### config.mk
export PLATFORM = sky130hd
export DESIGN_NAME = bm_retry_seq
export DESIGN_NICKNAME = d
export VERILOG_FILES = /design/src/rtl/rtry_pkg.sv /design/src/rtl/rtry_sync.sv /design/src/rtl/rtry_decode.sv /design/src/rtl/bm_retry_seq.sv
export SDC_FILE = /design/constraint.sdc
export NUM_CORES = 1
export LEC_CHECK = 0
export ABC_AREA = 0
export BUFFER_PORTS_ARGS = -buffer_cell sky130_fd_sc_hd__clkbuf_2
export CORE_UTILIZATION = 49
export CTS_CLUSTER_DIAMETER = 30
export DETAILED_ROUTE_END_ITERATION = 10
export PLACE_DENSITY = 0.88
export RECOVER_POWER = 50
export SYNTH_ARGS = -nofsm -noshare
export SYNTH_HDL_FRONTEND = slang
export SYNTH_SLANG_ARGS = --single-unit
export TNS_END_PERCENT = 1
### constraint.sdc
create_clock -name clk -period 2.17 [get_ports clk]
set_input_delay 0.3255 -clock clk [delete_from_list [all_inputs] [get_ports clk]]
set_output_delay 0.3255 -clock clk [all_outputs]
set_load 0.02 [all_outputs]
### src/rtl/rtry_pkg.sv
package rtry_pkg;
  typedef enum logic [2:0] {ST_IDLE, ST_CYC, ST_LATE, ST_HOLD, ST_GAP, ST_REL} st_e;
  typedef enum logic [2:0] {OC_NONE, OC_ACK, OC_BERR, OC_HALT, OC_RETRY, OC_RELQ, OC_EHALT} oc_e;
  typedef enum logic [1:0] {HK_RETRY, HK_CONT, HK_BERR} hk_e;
endpackage

### src/rtl/rtry_sync.sv
module rtry_sync #(
  parameter int STAGES = 2
) (
  input  logic clk,
  input  logic rst,
  input  logic d,
  output logic busy
);
  logic [STAGES-1:0] stg;

  always_ff @(posedge clk) begin
    if (rst) stg <= '0;
    else     stg <= {stg[STAGES-2:0], d};
  end

  // busy while any stage still carries a high level
  assign busy = |stg;
endmodule

### src/rtl/rtry_decode.sv
module rtry_decode
  import rtry_pkg::*;
(
  input  logic late,
  input  logic ack,
  input  logic err,
  input  logic halt,
  input  logic br,
  input  logic can_retry,
  input  logic can_rel,
  output oc_e  oc
);
  always_comb begin
    oc = OC_NONE;
    if (err && halt) begin
      if (!can_retry)         oc = OC_EHALT;
      else if (br && can_rel) oc = OC_RELQ;
      else                    oc = OC_RETRY;
    end else if (err) begin
      oc = OC_BERR;
    end else if (late) begin
      oc = halt ? OC_HALT : OC_ACK;
    end else if (ack) begin
      oc = OC_ACK;
    end
  end
endmodule

### src/rtl/bm_retry_seq.sv
module bm_retry_seq
  import rtry_pkg::*;
#(
  parameter int AW    = 32,
  parameter int FCW   = 3,
  parameter int SZW   = 2,
  parameter int BEATS = 4,
  parameter int SYNC  = 2
) (
  input  logic           clk,
  input  logic           rst,
  input  logic           req_valid,
  output logic           req_ready,
  input  logic [AW-1:0]  req_addr,
  input  logic [FCW-1:0] req_fc,
  input  logic [SZW-1:0] req_size,
  input  logic           req_rd,
  input  logic           req_rmw,
  input  logic           req_burst,
  output logic           done,
  output logic           done_berr,
  output logic           berr_in_rmw,
  output logic [AW-1:0]  bus_addr,
  output logic [FCW-1:0] bus_fc,
  output logic [SZW-1:0] bus_size,
  output logic           bus_rd,
  output logic           bus_as,
  output logic           bus_rmc,
  output logic           bus_breq,
  input  logic           bus_ack,
  input  logic           bus_err,
  input  logic           bus_halt,
  input  logic           bus_br,
  output logic           bus_bg
);
  localparam int BW = $clog2(BEATS);
  localparam logic [BW-1:0] LAST_BEAT = BW'(BEATS - 1);

  st_e            st, nst;
  hk_e            hk, nhk;
  oc_e            oc;
  logic [AW-1:0]  a_addr;
  logic [FCW-1:0] a_fc;
  logic [SZW-1:0] a_size;
  logic           a_rd, a_rmw, a_burst, phase;
  logic [BW-1:0]  beat;
  logic           done_q, berr_q, inrmw_q;
  logic           halt_busy, adv, ferr, cap;
  logic           can_retry, can_rel, more_beats, more_phase;
  logic [AW-1:0]  beat_addr;

  rtry_sync #(.STAGES(SYNC)) i_hsync (
    .clk(clk), .rst(rst), .d(bus_halt), .busy(halt_busy)
  );

  assign can_retry  = !(a_burst && beat != '0);
  assign can_rel    = !a_rmw || !phase;
  assign more_beats = a_burst && (beat != LAST_BEAT);
  assign more_phase = a_rmw && !phase;

  rtry_decode i_dec (
    .late(st == ST_LATE), .ack(bus_ack), .err(bus_err), .halt(bus_halt),
    .br(bus_br), .can_retry(can_retry), .can_rel(can_rel), .oc(oc)
  );

  // next-state selection
  always_comb begin
    nst = st; nhk = hk; adv = 1'b0; ferr = 1'b0; cap = 1'b0;
    case (st)
      ST_IDLE: if (req_valid && !halt_busy) begin cap = 1'b1; nst = ST_CYC; end
      ST_CYC, ST_LATE: begin
        case (oc)
          OC_ACK:   if (st == ST_CYC) nst = ST_LATE; else adv = 1'b1;
          OC_BERR:  ferr = 1'b1;
          OC_HALT:  begin nhk = HK_CONT;  nst = ST_HOLD; end
          OC_RETRY: begin nhk = HK_RETRY; nst = ST_HOLD; end
          OC_RELQ:  nst = ST_REL;
          OC_EHALT: begin nhk = HK_BERR;  nst = ST_HOLD; end
          default:  nst = st;
        endcase
      end
      ST_HOLD: if (!halt_busy) nst = ST_GAP;
      ST_GAP: begin
        if (halt_busy) nst = ST_HOLD;
        else begin
          case (hk)
            HK_RETRY: nst = ST_CYC;
            HK_CONT:  adv = 1'b1;
            default:  ferr = 1'b1;
          endcase
        end
      end
      ST_REL: if (!bus_br) begin nhk = HK_RETRY; nst = ST_HOLD; end
      default: nst = ST_IDLE;
    endcase
    if (adv)  nst = (more_beats || more_phase) ? ST_CYC : ST_IDLE;
    if (ferr) nst = ST_IDLE;
  end

  always_ff @(posedge clk) begin
    if (rst) begin
      st <= ST_IDLE; hk <= HK_RETRY;
      a_addr <= '0; a_fc <= '0; a_size <= '0;
      a_rd <= 1'b0; a_rmw <= 1'b0; a_burst <= 1'b0;
      beat <= '0; phase <= 1'b0;
      done_q <= 1'b0; berr_q <= 1'b0; inrmw_q <= 1'b0;
    end else begin
      st <= nst;
      hk <= nhk;
      if (cap) begin
        a_addr <= req_addr; a_fc <= req_fc; a_size <= req_size;
        a_rd <= req_rd; a_rmw <= req_rmw; a_burst <= req_burst;
        beat <= '0; phase <= 1'b0;
      end
      if (adv) begin
        if (more_beats)      beat  <= beat + 1'b1;
        else if (more_phase) phase <= 1'b1;
      end
      done_q <= ferr || (adv && !more_beats && !more_phase);
      berr_q <= ferr;
      if (ferr) inrmw_q <= a_rmw;
    end
  end

  always_comb begin
    beat_addr = a_addr;
    beat_addr[BW+1:2] = a_addr[BW+1:2] + beat;
  end

  assign req_ready   = (st == ST_IDLE) && !halt_busy;
  assign bus_addr    = beat_addr;
  assign bus_fc      = a_fc;
  assign bus_size    = a_size;
  assign bus_rd      = a_rmw ? !phase : a_rd;
  assign bus_as      = (st == ST_CYC);
  assign bus_breq    = (st == ST_CYC) && a_burst && (beat == '0);
  assign bus_rmc     = a_rmw && (st != ST_IDLE) && (st != ST_REL);
  assign bus_bg      = (st == ST_REL);
  assign done        = done_q;
  assign done_berr   = berr_q;
  assign berr_in_rmw = inrmw_q;

  // completion is a single-cycle pulse
  p_done_pulse_r1: assert property (@(posedge clk) disable iff (rst)
    done |=> !done);
  // retry on a live strobe quiets strobe and burst request
  p_retry_quiet_r2: assert property (@(posedge clk) disable iff (rst)
    (bus_as && bus_err && bus_halt) |=> (!bus_as && !bus_breq));
  // a held halt keeps the strobe down
  p_hold_r3: assert property (@(posedge clk) disable iff (rst)
    (st == ST_HOLD && bus_halt) |=> !bus_as);
  // the reissued strobe keeps the same address
  p_same_addr_r4: assert property (@(posedge clk) disable iff (rst)
    (st == ST_GAP && hk == HK_RETRY && !halt_busy) |=> (bus_as && $stable(bus_addr)));
  // the lock never drops mid-pair except by completion or grant
  p_lock_held_r6: assert property (@(posedge clk) disable iff (rst)
    bus_rmc |=> (bus_rmc || done || bus_bg));
  // burst request only rides with a strobe
  p_breq_as_r7: assert property (@(posedge clk) disable iff (rst)
    bus_breq |-> bus_as);
  // while granted away, the block drives no strobe and no lock
  p_grant_quiet_r9: assert property (@(posedge clk) disable iff (rst)
    bus_bg |-> (!bus_as && !bus_rmc));
  // no grant straight out of the write half of a locked pair
  p_no_rel_write_r10: assert property (@(posedge clk) disable iff (rst)
    (bus_as && bus_rmc && !bus_rd) |=> !bus_bg);
endmodule

==> key figures <==
Run status
  – Run status: finished, final reports clean

Clocking
  – CTS tree: built
  – Root buffer cell: clkbuf_8
  – Post-cts sizing count: 0
  – CTS clock-pin slew for the worst setup and hold paths: 0.10 ns
  – Clk Latency, worst-skew pair: 0.30 ns
  – Clk buf depth: 2
  – Number of H-tree levels: 2
  – Clock sink count: 53
  – Num CTS Buffers: 5
  – Hold buffers post-CTS: 0
  – # Post-CTS Setup Buffers: 0

STA
  – Worst Tran Pin Value: 1.47 ns
  – Post-layout minimum cycle time: 1.92 ns
  – Final period util: 88.7%
  – Final setup viols: 0
  – Fin Clk Skew: 0.00842 ns
  – Max_slew headroom: 2.12%
  – Slew Viols, Final: 0
  – RSZ-0062 raised after global routing: false
  – Worst setup margin: 0.245 ns
  – Max Fclk: 520 MHz
  – Setup_tns: 0 ns
  – Final hold violation count: 0

Power
  – Leak: 1.15 nW
  – VDD IR max: 0.000677 V
  – PD cells: 995 nW/um^2

Die
  – Core area: 4820 um^2
  – Die height: 73.4 um
  – DIE WIDTH: 73.4 um
  – Initial Util: 51.8%
  – # IOs: 93
  – Die Area: 5390 um^2
  – Rows: 25

Synthesis
  – YS warnings: 0
  – Syn nets: 373
  – Netlist Area Pre-Place: 2500 um^2
  – Ranking of synthesized cells by area: dfxtp_1 (42%), nand2_1 (14%), buf_4 (9.6%)
  – Sequential share of the synthesized area: 42.5%
  – Post-synth cell types: 43
  – Yosys top cell area share: 42.5%
  – Count of state elements after synthesis: 53
  – Yosys top cell by area: dfxtp_1
  – Mean Syn Cell Area: 7.73 um^2
  – Gate Count Post-Synth: 323

Finish
  – Final instance area: 2850 um^2
  – Area grow syn2layout: 14.1%
  – Fin util: 59.2%
  – FILL cells: 491
  – Final nets: 430
  – Layout cells sized above 1: 18.1%
  – N_diodes: 0

Detailed routing
  – DRC: 0
  – Via density: 4.99
  – Initial DRC Count: 181
  – Drt pass-1 iters: 4
  – ANT nets after route: 0
  – Vias: 2236
  – Final routed wire length divided by cell count: 12.5 um
  – WL final: 5.59 mm

Critical path
  – Critical path startpoint category: flip-flop
  – Critical Path, Cell by Cell: buf_4 > xor2_1 > nor2_1 > nor2_1 > clkbuf_2
  – Worst stage delay on the critical path: 0.55 ns
  – Crit. End Element: primary output
  – CP arrival: 1.60 ns
  – Worst path required time: 1.84 ns
  – CP Max Fanout: 11
  – Crit-path slowest cell: dfxtp_1
  – Setup CP Type: flip-flop to primary output
  – R2r startpoint: beat[0]
  – Most common cell on crit path: nor2_1
  – Crit path from: st[2]

GRT
  – Tot GR Track Use: 21.0%
  – Vias in the first global route: 1974
  – Initial antenna violation count: 0
  – Largest net degree at the start of global routing: 33
  – First-pass GRT wire length: 8.77 mm
  – Gr ovfl total: 0

Placement
  – HPWL after detailed placement: 4.11 mm
  – Placed cell areas: 2800 um^2
  – Dpl ws: 0.437 ns
  – GPL Wtd Cong: 0.920
  – # port buffers: 92

Run
  – Max cap viols: 0

Worst hold path
  – Min-delay src: req_addr[30]
  – Hold WC Path Type: primary input to flip-flop
critical path, delay by kind of cell (launching register included):
family	cells	cell delay, ns
AND/OR/NAND/NOR	2	0.19
buffers and inverters	2	0.41
XOR/XNOR	1	0.15
flip-flops	1	0.55
metal layers:
layer	track usage (%)	up-vias	share of wire [%]
met2	34.0	81	50
met3	4.80	6	6.1
met4	7.69	0	1.2
li1	-	1140	-
met1	27.4	1009	43
met5	0	-	0
cells in the mapped netlist (all sizes together):
master / count
nor2: 18
a22o: 1
xor2: 1
o21ai: 4
clkbuf: 10
a21boi: 2
nor2b: 4
mux2: 2
buf: 40
a211o: 1
mux2i: 4
o2111a: 1
dfxtp: 53
inv: 5
nor3: 2
and3: 2
o21ba: 1
o21a: 2
a21oi: 47
o32ai: 1
nand2b: 8
o22ai: 2
o31ai: 1
nor4: 1
and2: 1
nand2: 92
a22oi: 1
nand3: 2
nand4: 2
or4: 1
a2111o: 1
maj3: 1
a32oi: 1
ha: 3
xnor2: 2
or3: 1
o2111ai: 1
o32a: 1
state kept, by name (all words and copies together) (netlist names):
name / flops
bus_fc: 3
a_addr: 32
hk: 2
bus_size: 2
a_rmw: 1
done: 1
done_berr: 1
phase: 1
beat: 2
i_hsync.stg: 2
a_burst: 1
a_rd: 1
berr_in_rmw: 1
st: 3
through the flow:
step / total power, mW / hold slack [ns] / cells
2_1_floorplan: 2.01 / 0.436 / 323
3_3_place_gp: 2.21 / 0.441 / 440
3_5_place_dp: 2.23 / 0.446 / 440
4_1_cts: 2.89 / 0.225 / 448
5_1_grt: 3.01 / 0.221 / 448
6_report: 2.84 / 0.232 / 448
area by class of cell:
class / instances / area, um^2 / share of cell area [%]
Sequential cell: 53 / 1060 / 37.2
Inverter: 5 / 18.8 / 0.658
Clock buffer: 6 / 72.6 / 2.55
Tap cell: 67 / 83.8 / 2.94
Clock inverter: 2 / 38.8 / 1.36
Multi-Input combinational cell: 215 / 1100 / 38.6
Timing Repair Buffer: 100 / 475 / 16.7
report_power, final:
part	switching, mW	total (mW)	internal [mW]	leakage, nW
sequential	0.0708	1.17	1.10	0.432
clock	0.315	0.661	0.347	0.0554
combinational	0.645	1.00	0.356	0.660
layout by cell type (no fill, tap or decap), types with 2 or more instances in the layout:
| cell | instances |
|---|---|
| nor2_1 | 18 |
| mux2i_1 | 4 |
| clkbuf_1 | 43 |
| inv_1 | 4 |
| nor2b_1 | 4 |
| nand2b_1 | 8 |
| clkbuf_8 | 5 |
| nand3_1 | 2 |
| a21boi_0 | 2 |
| ha_1 | 3 |
| o21ai_0 | 4 |
| xnor2_1 | 2 |
| nand4_1 | 2 |
| o21a_1 | 2 |
| a21oi_1 | 47 |
| nand2_1 | 92 |
| o22ai_1 | 2 |
| nor3_1 | 2 |
| clkbuf_2 | 52 |
| buf_4 | 5 |
| dfxtp_1 | 53 |
kinds of logic after synthesis:
family / Yosys count / share of synthesized area [%]
DFF: 53 / 42.5
muxes: 6 / 2.51
buffers and inverters: 55 / 13.5
xor gates and xnor gates: 3 / 1.05
adders and majority gates: 4 / 1.90
AOI/OAI and AO/OA: 68 / 16.0
and+or+nand+nor: 134 / 22.6
worst paths after layout:
path	depth (start not counted)	endpoint	slack, ns
worst max-delay path	5	bus_rmc	0.25
worst min-delay path	3	a_addr[30]	0.23
worst max register to register	7	hk[1]	0.39
worst min register to register	2	a_addr[28]	0.46
Power figures use the tool's default switching activity.
